File: src/rtl/pmg_pkg.sv
`timescale 1ns/1ps
package pmg_pkg;
    localparam int PCT_W    = 7;
    localparam int STREAK_W = 4;
    localparam int LANE_SMALL = 0;
    localparam int LANE_BIG   = 1;

    typedef enum logic [1:0] {
        SEQ_IDLE  = 2'd0,
        SEQ_FLUSH = 2'd1,
        SEQ_FENCE = 2'd2
    } seq_e;

    typedef struct packed {
        logic [PCT_W-1:0]    busy_pct;
        logic [PCT_W-1:0]    quiet_pct;
        logic [STREAK_W-1:0] busy_need;
        logic [STREAK_W-1:0] quiet_need;
    } trk_cfg_t;
endpackage

File: src/rtl/pmg_policy.sv
`timescale 1ns/1ps
module pmg_policy
    import pmg_pkg::*;
#(
    parameter int CS_W     = 3,
    parameter int INTERVAL = 64,
    parameter int CAP_W    = 7
) (
    input  logic [CS_W-1:0]  core_state,
    output trk_cfg_t         cfg_small,
    output trk_cfg_t         cfg_big,
    output logic [CAP_W-1:0] cap,
    output logic             cap_full
);
    localparam int TOP_LEVEL = 4;

    logic [2:0] level;
    logic       perf;

    always_comb begin
        level = (int'(core_state) > TOP_LEVEL) ? 3'(TOP_LEVEL) : 3'(core_state);
        perf  = (level > 3'd2);
        if (perf) begin
            cfg_small.busy_pct   = PCT_W'(80);
            cfg_small.quiet_pct  = PCT_W'(20);
            cfg_small.busy_need  = STREAK_W'(8);
            cfg_small.quiet_need = STREAK_W'(4);
            cfg_big.busy_pct     = PCT_W'(80);
            cfg_big.quiet_pct    = PCT_W'(20);
            cfg_big.busy_need    = STREAK_W'(6);
            cfg_big.quiet_need   = STREAK_W'(2);
        end else begin
            cfg_small.busy_pct   = PCT_W'(50);
            cfg_small.quiet_pct  = PCT_W'(20);
            cfg_small.busy_need  = STREAK_W'(6);
            cfg_small.quiet_need = STREAK_W'(2);
            cfg_big.busy_pct     = PCT_W'(80);
            cfg_big.quiet_pct    = PCT_W'(50);
            cfg_big.busy_need    = STREAK_W'(8);
            cfg_big.quiet_need   = STREAK_W'(4);
        end
        cap      = CAP_W'((INTERVAL * int'(level)) / TOP_LEVEL);
        cap_full = (int'(level) == TOP_LEVEL);
    end
endmodule

File: src/rtl/pmg_tracker.sv
`timescale 1ns/1ps
module pmg_tracker
    import pmg_pkg::*;
#(
    parameter int LANES = 3,
    parameter int RET_W = 3
) (
    input  logic             clk,
    input  logic             rst_n,
    input  logic             sample_en,
    input  logic             clear,
    input  logic [RET_W-1:0] retire,
    input  trk_cfg_t         cfg,
    output logic             utilized,
    output logic             quiet
);
    localparam int PROD_W = RET_W + PCT_W + $clog2(LANES + 1) + 1;

    typedef struct packed {
        logic                util;
        logic [STREAK_W-1:0] hi;
        logic [STREAK_W-1:0] lo;
    } trk_st_t;

    trk_st_t             st_q, st_d;
    logic [PROD_W-1:0]   scaled, busy_lim, quiet_lim;
    logic                hit_busy, hit_quiet;
    logic [STREAK_W-1:0] hi_n, lo_n;

    function automatic logic [STREAK_W-1:0] sat_inc(input logic [STREAK_W-1:0] v);
        return (&v) ? v : v + 1'b1;
    endfunction

    always_comb begin
        scaled    = PROD_W'(retire) * PROD_W'(100);
        busy_lim  = PROD_W'(cfg.busy_pct) * PROD_W'(LANES);
        quiet_lim = PROD_W'(cfg.quiet_pct) * PROD_W'(LANES);
        hit_busy  = (scaled >= busy_lim);
        hit_quiet = (scaled <= quiet_lim);
        hi_n      = hit_busy  ? sat_inc(st_q.hi) : '0;
        lo_n      = hit_quiet ? sat_inc(st_q.lo) : '0;
        st_d      = st_q;
        if (clear) begin
            st_d = '0;
        end else if (sample_en) begin
            st_d.hi = hi_n;
            st_d.lo = lo_n;
            if (!st_q.util && hi_n >= cfg.busy_need) begin
                st_d.util = 1'b1;
            end else if (st_q.util && lo_n >= cfg.quiet_need) begin
                st_d.util = 1'b0;
            end
        end
    end

    always_ff @(posedge clk or negedge rst_n) begin
        if (!rst_n) st_q <= '0;
        else        st_q <= st_d;
    end

    assign utilized = st_q.util;
    assign quiet    = !st_q.util && (st_q.lo >= cfg.quiet_need);

    // the utilized verdict is only reached on a sampled busy cycle
    a_r2_promote_on_sample: assert property (@(posedge clk) disable iff (!rst_n)
        $rose(utilized) |-> $past(sample_en && hit_busy && !clear));

    // entering a mode leaves its tracker unused with an empty low run
    a_r7_clear_unused: assert property (@(posedge clk) disable iff (!rst_n)
        clear |=> (!utilized && !quiet));
endmodule

File: src/rtl/pmg_residency.sv
`timescale 1ns/1ps
module pmg_residency #(
    parameter int INTERVAL = 64,
    parameter int CAP_W    = 7
) (
    input  logic             clk,
    input  logic             rst_n,
    input  logic             count_en,
    input  logic [CAP_W-1:0] cap,
    input  logic             cap_full,
    output logic             leave_big,
    output logic             deny_big
);
    typedef struct packed {
        logic [CAP_W-1:0] tick;
        logic [CAP_W-1:0] used;
    } res_st_t;

    res_st_t st_q, st_d;
    logic    wrap;

    always_comb begin
        wrap = (st_q.tick == CAP_W'(INTERVAL - 1));
        st_d = st_q;
        if (wrap) begin
            st_d.tick = '0;
            st_d.used = '0;
        end else begin
            st_d.tick = st_q.tick + 1'b1;
            if (count_en && st_q.used < cap) st_d.used = st_q.used + 1'b1;
        end
    end

    always_ff @(posedge clk or negedge rst_n) begin
        if (!rst_n) st_q <= '0;
        else        st_q <= st_d;
    end

    assign leave_big = !cap_full && (({1'b0, st_q.used} + 1'b1) >= {1'b0, cap});
    assign deny_big  = (st_q.used >= cap);

    // the budget count never climbs past the cap inside an interval
    a_r8_hold_at_cap: assert property (@(posedge clk) disable iff (!rst_n)
        (st_q.used >= cap && !wrap) |=> (st_q.used == $past(st_q.used)));

    // every interval starts with an empty budget count
    a_r8_interval_restart: assert property (@(posedge clk) disable iff (!rst_n)
        wrap |=> (st_q.used == '0));
endmodule

File: src/rtl/pipe_mode_governor.sv
`timescale 1ns/1ps
module pipe_mode_governor
    import pmg_pkg::*;
#(
    parameter int RET_W       = 3,
    parameter int CS_W        = 3,
    parameter int SMALL_WIDTH = 3,
    parameter int BIG_WIDTH   = 4,
    parameter int INTERVAL    = 64
) (
    input  logic             clk,
    input  logic             rst_n,
    input  logic [RET_W-1:0] retire_cnt,
    input  logic [CS_W-1:0]  core_state,
    input  logic             miss_hint,
    input  logic             stall_hint,
    input  logic             early_load_hint,
    input  logic             flush_done,
    input  logic             fence_done,
    output logic             big_mode,
    output logic             switch_busy,
    output logic             flush_req,
    output logic             fence_req
);
    localparam int CAP_W  = $clog2(INTERVAL + 1);
    localparam int NLANES = 2;

    typedef struct packed {
        seq_e seq;
        logic big;
    } gov_st_t;

    gov_st_t            st_q, st_d;
    trk_cfg_t           cfg_small, cfg_big;
    trk_cfg_t           lane_cfg [NLANES];
    logic [CAP_W-1:0]   cap;
    logic               cap_full, leave_big, deny_big;
    logic [NLANES-1:0]  lane_sample, lane_clear, lane_util, lane_quiet;
    logic               hint_ok, want_other, force_out, commit, in_idle;

    pmg_policy #(.CS_W(CS_W), .INTERVAL(INTERVAL), .CAP_W(CAP_W)) u_policy (
        .core_state (core_state),
        .cfg_small  (cfg_small),
        .cfg_big    (cfg_big),
        .cap        (cap),
        .cap_full   (cap_full)
    );

    assign lane_cfg[LANE_SMALL] = cfg_small;
    assign lane_cfg[LANE_BIG]   = cfg_big;

    assign in_idle = (st_q.seq == SEQ_IDLE);
    assign commit  = (st_q.seq == SEQ_FENCE) && fence_done;

    assign lane_sample[LANE_SMALL] = in_idle && !st_q.big;
    assign lane_sample[LANE_BIG]   = in_idle &&  st_q.big;
    assign lane_clear[LANE_SMALL]  = commit &&  st_q.big;
    assign lane_clear[LANE_BIG]    = commit && !st_q.big;

    for (genvar g = 0; g < NLANES; g++) begin : g_lane
        localparam int W = (g == LANE_SMALL) ? SMALL_WIDTH : BIG_WIDTH;
        pmg_tracker #(.LANES(W), .RET_W(RET_W)) u_trk (
            .clk       (clk),
            .rst_n     (rst_n),
            .sample_en (lane_sample[g]),
            .clear     (lane_clear[g]),
            .retire    (retire_cnt),
            .cfg       (lane_cfg[g]),
            .utilized  (lane_util[g]),
            .quiet     (lane_quiet[g])
        );
    end

    pmg_residency #(.INTERVAL(INTERVAL), .CAP_W(CAP_W)) u_res (
        .clk       (clk),
        .rst_n     (rst_n),
        .count_en  (st_q.big && in_idle),
        .cap       (cap),
        .cap_full  (cap_full),
        .leave_big (leave_big),
        .deny_big  (deny_big)
    );

    always_comb begin
        hint_ok    = miss_hint && stall_hint && !early_load_hint;
        want_other = st_q.big ? lane_quiet[LANE_BIG]
                              : (lane_util[LANE_SMALL] && !deny_big);
        force_out  = st_q.big && leave_big;
        st_d       = st_q;
        unique case (st_q.seq)
            SEQ_IDLE:  if ((want_other && hint_ok) || force_out) st_d.seq = SEQ_FLUSH;
            SEQ_FLUSH: if (flush_done) st_d.seq = SEQ_FENCE;
            SEQ_FENCE: if (fence_done) begin
                st_d.seq = SEQ_IDLE;
                st_d.big = !st_q.big;
            end
            default:   st_d.seq = SEQ_IDLE;
        endcase
    end

    always_ff @(posedge clk or negedge rst_n) begin
        if (!rst_n) st_q <= '{seq: SEQ_IDLE, big: 1'b0};
        else        st_q <= st_d;
    end

    assign big_mode    = st_q.big;
    assign switch_busy = !in_idle;
    assign flush_req   = (st_q.seq == SEQ_FLUSH);
    assign fence_req   = (st_q.seq == SEQ_FENCE);

    // the mode output moves only on a completed fence
    a_r5_mode_only_after_fence: assert property (@(posedge clk) disable iff (!rst_n)
        !((st_q.seq == SEQ_FENCE) && fence_done) |=> $stable(big_mode));

    // the fence step follows a completed flush
    a_r5_fence_after_flush: assert property (@(posedge clk) disable iff (!rst_n)
        $rose(fence_req) |-> $past(flush_req && flush_done));

    // a switch begins on a good opportunity or on an exhausted budget
    a_r4_start_reason: assert property (@(posedge clk) disable iff (!rst_n)
        $rose(flush_req) |-> $past(force_out || (miss_hint && stall_hint && !early_load_hint)));

    // the lowest core state keeps the narrow pipeline
    a_r9_floor_small: assert property (@(posedge clk) disable iff (!rst_n)
        (core_state == '0 && !big_mode && !switch_busy) |=> !switch_busy);
endmodule

File: config.mk
export PLATFORM = sky130hd
export DESIGN_NAME = pipe_mode_governor
export DESIGN_NICKNAME = d
export VERILOG_FILES = /design/src/rtl/pmg_pkg.sv /design/src/rtl/pmg_policy.sv /design/src/rtl/pmg_tracker.sv /design/src/rtl/pmg_residency.sv /design/src/rtl/pipe_mode_governor.sv
export SDC_FILE = /design/constraint.sdc
export NUM_CORES = 1
export LEC_CHECK = 0
export BUFFER_PORTS_ARGS = -buffer_cell sky130_fd_sc_hd__buf_2
export CORE_AREA = 2 2 82 84
export CTS_CLUSTER_SIZE = 12
export DETAILED_ROUTE_END_ITERATION = 12
export DIE_AREA = 0 0 84 86
export SYNTH_ARGS = -nofsm -noshare
export SYNTH_HDL_FRONTEND = slang
export SYNTH_SLANG_ARGS = --single-unit
File: constraint.sdc
create_clock -name clk -period 4.1 [get_ports clk]
set_input_delay 0.41 -clock clk [delete_from_list [all_inputs] [get_ports clk]]
set_output_delay 0.41 -clock clk [all_outputs]
set_load 0.01 [all_outputs]
Word-level counts from Yosys, hierarchy flattened. Index checks and enable logic that the tools add are counted.

$add $sub $neg: 7. Multipliers: 4. Magnitude comparators: 14. Equality and inequality tests: 7. Muxes and demuxes: 26. Reductions and logical operators: 39.

Operators with widths (count): 9-bit 2-to-1 mux (4); 4-bit 2-to-1 mux (8); 14-bit 2-to-1 mux (2); 22-bit 2-to-1 mux (1); 4-bit greater-or-equal comparator (5); 7-bit by 2-bit multiplier with 9-bit output, second input constant (2); 1-bit logical AND (17); 4-bit by 1-bit adder with 4-bit output, second input constant (4); 3-bit by 5-bit multiplier with 8-bit output, second input constant (2); 4-bit AND reduction (4); 7-bit by 1-bit adder with 7-bit output, second input constant (2); 10-bit by 9-bit greater-or-equal comparator with 1-bit output (1); 10-bit by 9-bit greater-or-equal comparator with 1-bit output, second input constant (1); 10-bit by 8-bit less-or-equal comparator with 1-bit output (1); 10-bit by 9-bit less-or-equal comparator with 1-bit output (1); 7-bit by 1-bit adder with 8-bit output, second input constant (1); 8-bit by 7-bit greater-or-equal comparator with 1-bit output (1); 7-bit by 6-bit == test with 1-bit output, second input constant (1); 7-bit greater-or-equal comparator (1); 1-bit logical NOT (7); 7-bit less-than comparator (1); 7-bit 2-to-1 mux (1); 3-bit 2-to-1 mux (2); 2-bit case mux with 3 select lines (1); 15 further kinds (26).

Register bits: 35. Input port bits: 13. Logic and storage cells: 107.

Longest topological paths before layout. Gate-level depths: netlist of run 1.

Depth after elaboration: 13. Depth in mapped cells: 15. Depth with buffers taken out: 15.

Hierarchy. A second synthesis of run 1 with hierarchy kept.

Cell total of the unflattened synthesis: 547. Area total of the unflattened synthesis: 4738.3 um^2.

Modules (own cells, without submodules): pmg_tracker (g_lane[0].u_trk) (times used 1, cells each 201, area each 1791.7 um^2, sequential area each 225.2 um^2); pmg_tracker (g_lane[1].u_trk) (times used 1, cells each 160, area each 1313.8 um^2, sequential area each 225.2 um^2); pmg_residency (times used 1, cells each 108, area each 1031.0 um^2, sequential area each 350.3 um^2); pmg_policy (times used 1, cells each 54, area each 385.4 um^2, sequential area each 0.0 um^2); pipe_mode_governor (times used 1, cells each 24, area each 216.5 um^2, sequential area each 75.1 um^2).

Least setup slack after synthesis of run 1. No wires, ideal clock.

Kind: input -> register. Start point: input core_state[1]. End point: register g_lane[1].u_trk.st_q, in the netlist g_lane[1].u_trk.utilized. Arrival: 3107 ps. Required time: 4035 ps. Setup slack: 928 ps. Cell stages on the path: 11. Path through: a21oi_1 -> inv_1 -> ha_1 -> nand4_1 -> nor3_4 -> a21oi_2 -> or2_2 -> ha_1 -> o221a_1 -> o311ai_2 -> o211a_1.

Word-level cells in the longest chain between the ends: 10. Elaborated cells between the ends (all ways): 15. Classes of those cells: order compare: 5; mux: 6; reduce/logical: 4.

Ends and longest elaborated chain: from (decl) (line pipe_mode_governor.sv:14) `input logic [CS_W-1:0] core_state,`; 3-bit greater-than comparator (line pmg_policy.sv:21) `level = (int'(core_state) > TOP_LEVEL) ? 3'(TOP_LEVEL) : 3'(core_state);`; 3-bit 2-to-1 mux * (line pmg_policy.sv:21); 3-bit by 2-bit greater-than comparator with 1-bit output * (line pmg_policy.sv:22) `perf = (level > 3'd2);`; 14-bit 2-to-1 mux * (line pmg_policy.sv:23) `if (perf) begin`; 10-bit by 8-bit less-or-equal comparator with 1-bit output (line pmg_tracker.sv:39) `hit_quiet = (scaled <= quiet_lim);`; 4-bit 2-to-1 mux (line pmg_tracker.sv:41) `lo_n = hit_quiet ? sat_inc(st_q.lo) : '0;`; 4-bit greater-or-equal comparator (line pmg_tracker.sv:50) `end else if (st_q.util && lo_n >= cfg.quiet_need) begin`; 1-bit logical AND (line pmg_tracker.sv:50); 3-bit nonzero test (no source line); 2-bit AND reduction (no source line); to (signal assigned) (line pmg_tracker.sv:58) `else st_q <= st_d;`; to (decl) (line pmg_tracker.sv:25) `trk_st_t st_q, st_d;`.

Every way passes the cells marked *; elsewhere a longest branch is shown, timed or not. The select of a mux whose other input is x is not followed. A chain may end at the register's enable or synchronous reset.

Final worst setup path of run 1.
Start point: input retire_cnt[1]. End point: register g_lane[1].u_trk.st_q, in the netlist g_lane[1].u_trk.utilized.

Word-level cells in the longest chain between the ends: 8. Elaborated cells between the ends (all ways): 14. Classes of those cells: mul: 1; order compare: 4; mux: 5; reduce/logical: 4.

Ends and longest elaborated chain: from (decl) (line pipe_mode_governor.sv:13) `input logic [RET_W-1:0] retire_cnt,`; 3-bit by 5-bit multiplier with 8-bit output * (line pmg_tracker.sv:35) `scaled = PROD_W'(retire) * PROD_W'(100);`; 10-bit by 9-bit greater-or-equal comparator with 1-bit output (line pmg_tracker.sv:38) `hit_busy = (scaled >= busy_lim);`; 4-bit 2-to-1 mux (line pmg_tracker.sv:40) `hi_n = hit_busy ? sat_inc(st_q.hi) : '0;`; 4-bit greater-or-equal comparator (line pmg_tracker.sv:48) `if (!st_q.util && hi_n >= cfg.busy_need) begin`; 1-bit logical AND (line pmg_tracker.sv:48); 1-bit 2-to-1 mux (line pmg_tracker.sv:48); 9-bit 2-to-1 mux (line pmg_tracker.sv:45) `end else if (sample_en) begin`; 9-bit 2-to-1 mux (line pmg_tracker.sv:43) `if (clear) begin`.

Marked as above.

==> impl_results.md, run 1 <==
* Multi-input logic area at 1820 um2
* Worst vdd ir at 0.312 mV
* Final period util at 78.7%
* Maximum fanout along the worst path at 6
* Critical Path Most Common Cell: ha_1
* Post-DRT Antenna Nets at 0
* Area growth from synthesis to layout at 10.7%
* Most used DFF post-synth: dfrtp_1
* Crit path DAT at 3.42 ns
* Clock Sinks at 35
* Total power draw at 1.59 mW
* Vias in the first global route at 2190
* CTS clock-pin slew for the worst setup and hold paths at 0.09 ns
* Die Area at 7220 um2
* Routed wire per std cell at 14.1 um
* Routability cong. at 0.797
* Via-per-instance ratio at 5.47
* Nets@finish at 389
* Worst rel slew slack at 44.9%
* Cell chain of the critical path: buf_2 -> inv_1 -> ha_1 -> inv_1 -> ha_1 -> o21a_1 -> nor3_1 -> nor2_1 -> ha_1 -> or4b_1 -> a31oi_1 -> nor3b_1 -> o211a_1
* Outcome: finished clean
* Max-slew violations at 0
* Clock latency at the later pin of the worst-skew pair at 0.30 ns
* Synth async-reset ratio at 100%
* Pre-CTS WS at 0.588 ns
* WL final at 5.87 mm
* Gr usage total at 17.3%
* Final min period at 3.22 ns
* Worst path slowest cell: or4b_1
* Root Buffer: clkbuf_8
* FMAX at 0.310 GHz
* I/O Buffers at 16
* I/O pin count at 17
* Worst Clk Skew at 0.0101 ns
* Critical Path RT at 4.29 ns
* Worst-Margin Slew at 0.826 ns
* Cell variety after synth at 53
* Antenna diodes at 0
* CTS tree: yes
* Post-cts sizing count at 0
* Post-Syn Nets at 370
* Core Footprint at 6280 um2
* Initial antenna violation count at 0
* Leakage at 1.42 nW
* Number of detailed-route iterations in the first pass at 4
* DR DRC count at 0
* CP peak stage delay at 0.51 ns
* Critical Path Sink Type: flip-flop
* Reg area at 876 um2
* Post-CTS setup buffer count at 0
* Crit Path Category: input port to flip-flop
* Max-cap violations at 0
* Vias at 2268
* # fillers at 621
* Mean area per synthesized cell at 8.79 um2
* Die width at 84 um
* RSZ-0062 raised after global routing: no
* Post-synth EDFFs at 0
* Final-report hold violation count at 0
* Worst min-delay path class: input port to async pin
* Power per cell area at 513 nW/um2
* CTS buffer count at 5
* Final WS setup at 0.875 ns
* Hpwl dp at 4.41 mm
* H-tree levels at 2
* Post-cts hold buffer count at 0
* Starting DRC count in detailed routing at 80
* Initial Utilization at 44.5%
* GRT overflow at 0
* Num rows at 29
* Setup-violating endpoint count in the final report at 0
* Mapped Area at 2790 um2
* Cells after Synth at 318
* Chip height at 86 um
* Seq cells post-synth at 35
* Seq/Total Area, Yosys at 31.3%
* First-pass GRT wire length at 10.1 mm
* Largest net degree at the start of global routing at 36
* Clk buf depth at 2
* Element type at the critical path start: input port
* Total negative slack at 0 ns
* Syn. warnings at 0
* Share of layout cells above drive strength 1 at 10.9%
synth_stat cells (2+ instances only):
master     n  area, um2
a41oi_1    2       17.5
nand3b_1   4       30.0
nand2b_1  10       62.6
nand3_1   20        100
mux2i_1    6       60.1
nor3b_1    3       22.5
o22ai_1    2       12.5
o31ai_1    4       30.0
a21o_1     2       15.0
a31oi_1    5       31.3
xor2_1    11       96.3
and2_1     2       12.5
nor3_2     2       20.0
nor3_1     8       40.0
and3_1     4       25.0
nor4b_1    2       17.5
o21ai_0   22        110
ha_1      39        488
dfrtp_1   35        876
or2_2      2       12.5
clkbuf_1   3       11.3
nand2_1   31        116
o21a_1     2       15.0
buf_2      2       10.0
nor2_1    26       97.6
nand4_1    3       18.8
nor2b_1    8       50.1
a21oi_1   10       50.1
inv_1     19       71.3
xnor2_1    6       52.6
state kept, by name, summed over array words and instances, names as in the netlist:
| signal | cells |
|---|---|
| u_res.st_q | 14 |
| big_mode | 1 |
| st_q | 2 |
| g_lane.u_trk.st_q | 16 |
| g_lane.u_trk.utilized | 2 |
where the power goes:
part           switching [mW]  total, mW  internal, mW
Combinational           0.352      0.625         0.273
Clock                   0.149      0.392         0.243
Sequential              0.142      0.570         0.428
worst paths after layout:
kind / from / cells after the start / slack, ns / endpoint
min reg2reg: u_res.st_q[7] / 1 / 0.49 / u_res.st_q[7]
max reg2reg: g_lane[1].u_trk.st_q[0] / 9 / 1.59 / g_lane[1].u_trk.utilized
min in group clk: flush_done / 2 / 0.32 / st_q[1]
max in group asynchronous: rst_n / 1 / 3.38 / g_lane[1].u_trk.st_q[4]
max: retire_cnt[1] / 13 / 0.88 / g_lane[1].u_trk.utilized
min: rst_n / 1 / 0.19 / g_lane[0].u_trk.st_q[5]
layer usage:
| layer | track usage [%] | part of all wire, % | routed length, um |
|---|---|---|---|
| met1 | 22.3 | 48 | 2830 |
| met4 | 5.57 | 1.4 | 85 |
| met3 | 3.56 | 2.9 | 172 |
| met2 | 29.2 | 47 | 2780 |
| met5 | 0 | 0 | 0 |
area by class of cell:
| cell class | count | share of cell area, % |
|---|---|---|
| Sequential cell | 35 | 28.3 |
| Multi-Input combinational cell | 258 | 58.8 |
| Inverter | 19 | 2.31 |
| Tap cell | 77 | 3.11 |
| Timing Repair Buffer | 18 | 3.07 |
| Clock buffer | 5 | 2.22 |
| Clock inverter | 3 | 2.18 |
worst max-delay path: cells and delay by family:
kind | cells | cell delay (ns)
compound gates | 3 | 0.61
fa+ha+maj | 3 | 0.93
buf+inv | 3 | 0.27
simple gates | 4 | 1.20
metrics by stage:
step,area (um2),instances,hold WS (ns),util [%]
3_5_place_dp,2960,407,0.474,47.1
5_1_grt,3090,415,0.275,49.3
3_3_place_gp,2960,407,0.473,47.1
2_1_floorplan,2790,318,0.114,-
6_report,3090,415,0.192,49.3
4_1_cts,3090,415,0.244,49.3
cells by family (layout without fill, tap and decap cells):
group / count (synthesis) / in the layout / share of synthesized area [%]
flops: 35 / 35 / 31.3
compound gates: 63 / 63 / 15.1
simple gates: 133 / 133 / 25.0
fa+ha+maj: 39 / 39 / 17.5
xor+xnor: 17 / 17 / 5.33
mux: 6 / 6 / 2.15
buf+inv: 25 / 45 / 3.58
placed cells by master (no fill, tap or decap), types with 3 or more instances in the layout:
| cell type | count |
|---|---|
| a21oi_1 | 10 |
| a31oi_1 | 5 |
| and3_1 | 4 |
| buf_2 | 16 |
| clkbuf_8 | 5 |
| dfrtp_1 | 35 |
| ha_1 | 39 |
| inv_1 | 19 |
| mux2i_1 | 6 |
| nand2_1 | 31 |
| nand2b_1 | 10 |
| nand3_1 | 20 |
| nand3b_1 | 4 |
| nand4_1 | 3 |
| nor2_1 | 26 |
| nor2b_1 | 8 |
| nor3_1 | 8 |
| nor3b_1 | 3 |
| o21ai_0 | 22 |
| o31ai_1 | 4 |
| xnor2_1 | 6 |
| xor2_1 | 11 |
No activity file was read; power rests on OpenSTA's default activity.
==> run 2, diff against run 1 <==
==> constraint.sdc (replaced) <==
create_clock -name clk -period 2.6 [get_ports clk]
set_input_delay 0.26 -clock clk [delete_from_list [all_inputs] [get_ports clk]]
set_output_delay 0.26 -clock clk [all_outputs]
set_load 0.01 [all_outputs]
==> impl_results.md, run 2 (same netlist as run 1, synthesis figures left out) <==
* Commonest non-fill, non-tap cells in the layout: ha_1, dfrtp_1, nand2_1
* RSZ-0062 raised after global routing: yes
* Critical Path RT at 2.78 ns
* Max-slew violations at 0
* Core Footprint at 6280 um2
* First-pass GRT wire length at 11.0 mm
* Max-cap violations at 0
* Area growth from synthesis to layout at 21.9%
* Crit Path Category: input port to flip-flop
* Nets@finish at 417
* Initial Utilization at 44.5%
* Clock Sinks at 35
* Worst hold slack at 0.0666 ns
* Share of layout cells above drive strength 1 at 21.6%
* Via-per-instance ratio at 5.41
* DR DRC count at 0
* Worst path slowest cell: or3_4
* Clk buf depth at 2
* # fillers at 590
* Largest regs: g_lane.u_trk.st_q x16, u_res.st_q x14
* Power per cell area at 720 nW/um2
* Vias at 2391
* Hpwl dp at 4.64 mm
* Comb power frac at 46.2%
* Setup-violating endpoint count in the final report at 0
* Outcome: finished clean
* Number of detailed-route iterations in the first pass at 4
* I/O pin count at 17
* Post-DRT Antenna Nets at 0
* Cell Area, Placed at 3210 um2
* Fin cells at 442
* CTS clock-pin slew for the worst setup and hold paths at 0.08 ns
* Routed wire per std cell at 14.0 um
* Post-cts hold buffer count at 0
* Initial antenna violation count at 0
* Critical Path Most Common Cell: ha_4
* Die width at 84 um
* Worst rel slew slack at 43.8%
* Net Sw Frac at 42.4%
* WL final at 6.19 mm
* Starting DRC count in detailed routing at 77
* Die Area at 7220 um2
* CP peak stage delay at 0.41 ns
* Placed insts at 431
* FMAX at 0.390 GHz
* H-tree levels at 2
* Gr usage total at 18.8%
* Final min period at 2.56 ns
* Psw at 1.04 mW
* Largest register FFs at 16
* Clock latency at the later pin of the worst-skew pair at 0.29 ns
* Worst min-delay path class: input port to async pin
* Worst vdd ir at 0.367 mV
* CTS buffer count at 5
* Clk pwr share at 16.9%
* Num rows at 29
* Total power draw at 2.45 mW
* Crit path DAT at 2.75 ns
* Root Buffer: clkbuf_8
* Worst-Margin Slew at 0.844 ns
* Maximum fanout along the worst path at 4
* CTS tree: yes
* Antenna diodes at 0
* Chip height at 86 um
* Final-report hold violation count at 0
* Cell chain of the critical path: buf_12 -> inv_12 -> ha_4 -> inv_2 -> ha_4 -> ha_4 -> or3_4 -> buf_6 -> buf_4 -> a211oi_4 -> buf_4 -> nand2b_4 -> ha_4 -> o21ai_2 -> and4b_1 -> o31ai_1
* Design area at 3410 um2
* Internal at 1.41 mW
* Worst Clk Skew at 0.00653 ns
* Final period util at 98.5%
* Critical Path Sink Type: flip-flop
* Top reg by flops: g_lane.u_trk.st_q
* GRT overflow at 0
* Routability cong. at 0.806
* I/O Buffers at 16
* Leakage at 1.55 nW
* Total negative slack at 0 ns
* Vias in the first global route at 2367
* Element type at the critical path start: input port
* Largest net degree at the start of global routing at 36
* Flop pwr share at 37.0%
-- run 2: cell count changes in the layout (fill, tap and decap cells not counted), moves of 2 or more --
cell,previous run,this run
o21ai_0,22,20
ha_1,39,34
nor3_1,8,5
buf_4,2,29
buf_2,16,14
nor3_2,2,4
buf_6,0,2
inv_1,19,17
ha_4,0,5
bufinv_16,2,0
-- run 2: path summary, 6_finish.rpt --
path	endpoint	depth (start not counted)	slack [ns]	start
worst max-delay path	g_lane[0].u_trk.utilized	16	0.04	retire_cnt[1]
worst min-delay path	g_lane[0].u_trk.st_q[0]	1	0.07	rst_n
worst max register to register	g_lane[1].u_trk.utilized	10	0.18	g_lane[1].u_trk.st_q[4]
worst min register to register	u_res.st_q[13]	1	0.49	u_res.st_q[13]
max in group asynchronous	u_res.st_q[1]	1	1.95	rst_n
min in group clk	st_q[1]	2	0.19	flush_done
-- run 2: area by class of cell --
class                   count  area, um2  area share [%]
multi-input cells         258       1930            56.7
inverters                  19       83.8            2.46
well taps                  77       96.3            2.83
clock inverters             1       5.00           0.147
clock buffers               6       82.6            2.42
flip-flops and latches     35        877            25.8
repair buffers             46        330            9.70
-- run 2: power by group through the flow --
stage / sequential, mW / clock [mW] / combinational [mW]
final: 0.906 / 0.413 / 1.13
after global routing: 0.938 / 0.452 / 1.30
after CTS: 0.902 / 0.425 / 1.10
after detailed placement: 0.911 / 0 / 1.08
after global placement: 0.910 / 0 / 1.06
after floorplan: 0.816 / 0 / 0.839
-- run 2: what timing repair did --
| item | in CTS | in global routing |
|---|---|---|
| gates resized for setup | 10 | 8 |
| hold endpoints to repair | 0 | 0 |
| buffers inserted | 4 | 0 |
| pin swaps | 11 | 12 |
| endpoints found under the setup margin | 2 | 3 |
-- run 2: critical path: cells and delay by family --
| kind | cells | cell delay [ns] |
|---|---|---|
| AO/OA/AOI/OAI | 3 | 0.36 |
| buffers and inverters | 6 | 0.61 |
| AND/OR/NAND/NOR | 3 | 0.73 |
| adder cells (fa/ha/maj) | 4 | 0.80 |
-- run 2: stage by stage --
stage	worst slack [ns]	utilization, %
after floorplan	-0.143	-
after global placement	-0.365	51.1
after detailed placement	-0.435	51.1
after CTS	-0.0410	53.6
after global routing	-0.0489	54.3
final	0.0382	54.3
-- run 2: metal layers --
layer | vias to the layer above | track usage [%] | wire length [um]
li1 | 1232 | - | -
met1 | 1122 | 24.0 | 2980
met2 | 30 | 32.3 | 2960
met3 | 7 | 3.66 | 171
met4 | 0 | 6.01 | 77
met5 | - | 0 | 0
==> run 3, diff against run 2 <==
==> constraint.sdc (replaced) <==
create_clock -name clk -period 2.1 [get_ports clk]
set_input_delay 0.21 -clock clk [delete_from_list [all_inputs] [get_ports clk]]
set_output_delay 0.21 -clock clk [all_outputs]
set_load 0.01 [all_outputs]
==> impl_results.md, run 3 (same netlist as run 1, synthesis figures left out) <==
* Num rows at 29
* Area growth from synthesis to layout at 33.2%
* Largest regs: g_lane.u_trk.st_q x16, u_res.st_q x14
* Largest net degree at the start of global routing at 36
* I/O Buffers at 16
* Placed insts at 458
* Critical Path RT at 2.31 ns
* CTS tree: yes
* Post-DRT Antenna Nets at 0
* R2R cell count at 10
* Clock Sinks at 35
* H-tree levels at 2
* Psw at 1.42 mW
* Clk pwr share at 15.0%
* Net Sw Frac at 42.3%
* Final WS setup at -0.362 ns
* CP top delay family: adder cells
* Die Area at 7220 um2
* Via-per-instance ratio at 5.39
* Routability cong. at 0.790
* Top reg by flops: g_lane.u_trk.st_q
* Gr usage total at 18.9%
* First-pass GRT wire length at 11.1 mm
* Routed wire per std cell at 13.8 um
* Element type at the critical path start: input port
* RSZ-0062 raised after global routing: yes
* GRT overflow at 0
* Total power draw at 3.35 mW
* Nets@finish at 448
* Worst path bufs/invs at 4
* Worst hold slack at -0.00376 ns
* Clock latency at the later pin of the worst-skew pair at 0.30 ns
* Maximum fanout along the worst path at 5
* Core Footprint at 6280 um2
* Failing checks: hold timing, setup timing
* CTS clock-pin slew for the worst setup and hold paths at 0.08 ns
* Initial Utilization at 44.5%
* WL final at 6.54 mm
* CTS buffer count at 5
* CP peak stage delay at 0.41 ns
* Power per cell area at 900 nW/um2
* Commonest non-fill, non-tap cell in the layout: buf_4
* Crit path DAT at 2.67 ns
* Final period util at 117%
* Leakage at 1.72 nW
* Worst min-delay path class: input port to async pin
* Number of detailed-route iterations in the first pass at 4
* Critical Path Most Common Cell: ha_4
* Max-cap violations at 0
* # fillers at 542
* Outcome: finished with violations
* Worst path slowest cell: or3_4
* Share of layout cells above drive strength 1 at 30.7%
* Hpwl dp at 4.85 mm
* Chip height at 86 um
* Commonest non-fill, non-tap cells in the layout: buf_4, dfrtp_1, ha_1
* Post-cts hold buffer count at 0
* Critical Path Sink Type: flip-flop
* Worst-Margin Slew at 0.811 ns
* Worst Clk Skew at 0.00781 ns
* Setup-violating endpoint count in the final report at 7
* I/O pin count at 17
* Final-report hold violation count at 6
* Vias in the first global route at 2466
* Internal at 1.93 mW
* Comb power frac at 55.2%
* Worst vdd ir at 0.555 mV
* Final min period at 2.46 ns
* Worst rel slew slack at 45.9%
* FF-to-FF setup slack at -0.18 ns
* Initial antenna violation count at 0
* Starting DRC count in detailed routing at 85
* Root Buffer: clkbuf_8
* Vias at 2555
* Cell chain of the critical path: buf_12 -> inv_12 -> ha_4 -> inv_2 -> ha_4 -> ha_4 -> or3_4 -> buf_4 -> a211oi_4 -> nor3_1 -> ha_1 -> nand2_1 -> and4b_1 -> o31ai_1
* Reg2reg start: g_lane[1].u_trk.st_q[4]
* FMAX at 0.406 GHz
* Capture point of the worst reg-to-reg path: g_lane[1].u_trk.utilized
* Max-slew violations at 0
* Die width at 84 um
* Crit Path Category: input port to flip-flop
* Flop pwr share at 29.8%
* Antenna diodes at 0
* Clk buf depth at 2
* Largest register FFs at 16
* Fin cells at 474
* DR DRC count at 0
==> run 3: cell types whose count changed in the layout (fill, tap and decap cells not counted), moves of 3 or more <==
cell / change
o21ai_1: +3
buf_4: +27
nand3_1: -3
buf_6: +4
==> run 3: cell type report <==
type                            count  area, um2  area share, %
Clock buffer                        5       68.8           1.85
Timing Repair Buffer               77        578           15.5
Inverter                           19       83.8           2.25
Tap cell                           77       96.3           2.59
Multi-Input combinational cell    258       2000           53.7
Sequential cell                    35        876           23.5
Clock inverter                      3       20.0          0.538
==> run 3: power groups by stage <==
| stage | sequential, mW | combinational [mW] | clock, mW |
|---|---|---|---|
| final | 0.997 | 1.85 | 0.504 |
| after global routing | 1.02 | 2.07 | 0.544 |
| after CTS | 0.988 | 1.79 | 0.521 |
| after detailed placement | 0.994 | 1.72 | 0 |
| after global placement | 0.991 | 1.69 | 0 |
| after floorplan | 1.01 | 1.04 | 0 |
==> run 3: how the worst max path moves through the flow <==
stage             startpoint                        to  cells after the start
6_report       retire_cnt[1]  g_lane[0].u_trk.utilized                     14
2_1_floorplan  retire_cnt[1]  g_lane[1].u_trk.utilized                     13
3_5_place_dp   retire_cnt[1]  g_lane[0].u_trk.utilized                     15
4_1_cts        retire_cnt[1]  g_lane[0].u_trk.utilized                     15
5_1_grt        retire_cnt[1]  g_lane[0].u_trk.utilized                     15
3_3_place_gp   retire_cnt[1]  g_lane[0].u_trk.utilized                     15
==> run 3: what timing repair did <==
item	CTS	global route
pin swaps	14	12
gates cloned	0	0
resized for setup	25	13
setup endpoints to repair	10	11
setup buffers	9	2
==> run 3: layer usage <==
metal	vias up	routed length, um	global-route usage (%)
li1	1294	-	-
met1	1218	3150	25.1
met2	36	3120	31.9
met3	7	222	3.85
met4	0	50	4.55
met5	-	0	0
==> run 3: stage by stage <==
stage               hold WS, ns  setup slack, ns  instance area (um2)  utilization, %  TNS (ns)
global route             0.0672           -0.462                 3720            59.3     -1.63
floorplan               -0.0856           -0.592                 2880               -     -1.15
detailed placement        0.355           -0.870                 3420            54.5     -6.21
CTS                      0.0289           -0.466                 3680            58.6     -1.57
global placement          0.346           -0.802                 3420            54.5     -5.72
finish                 -0.00376           -0.362                 3720            59.3    -0.946
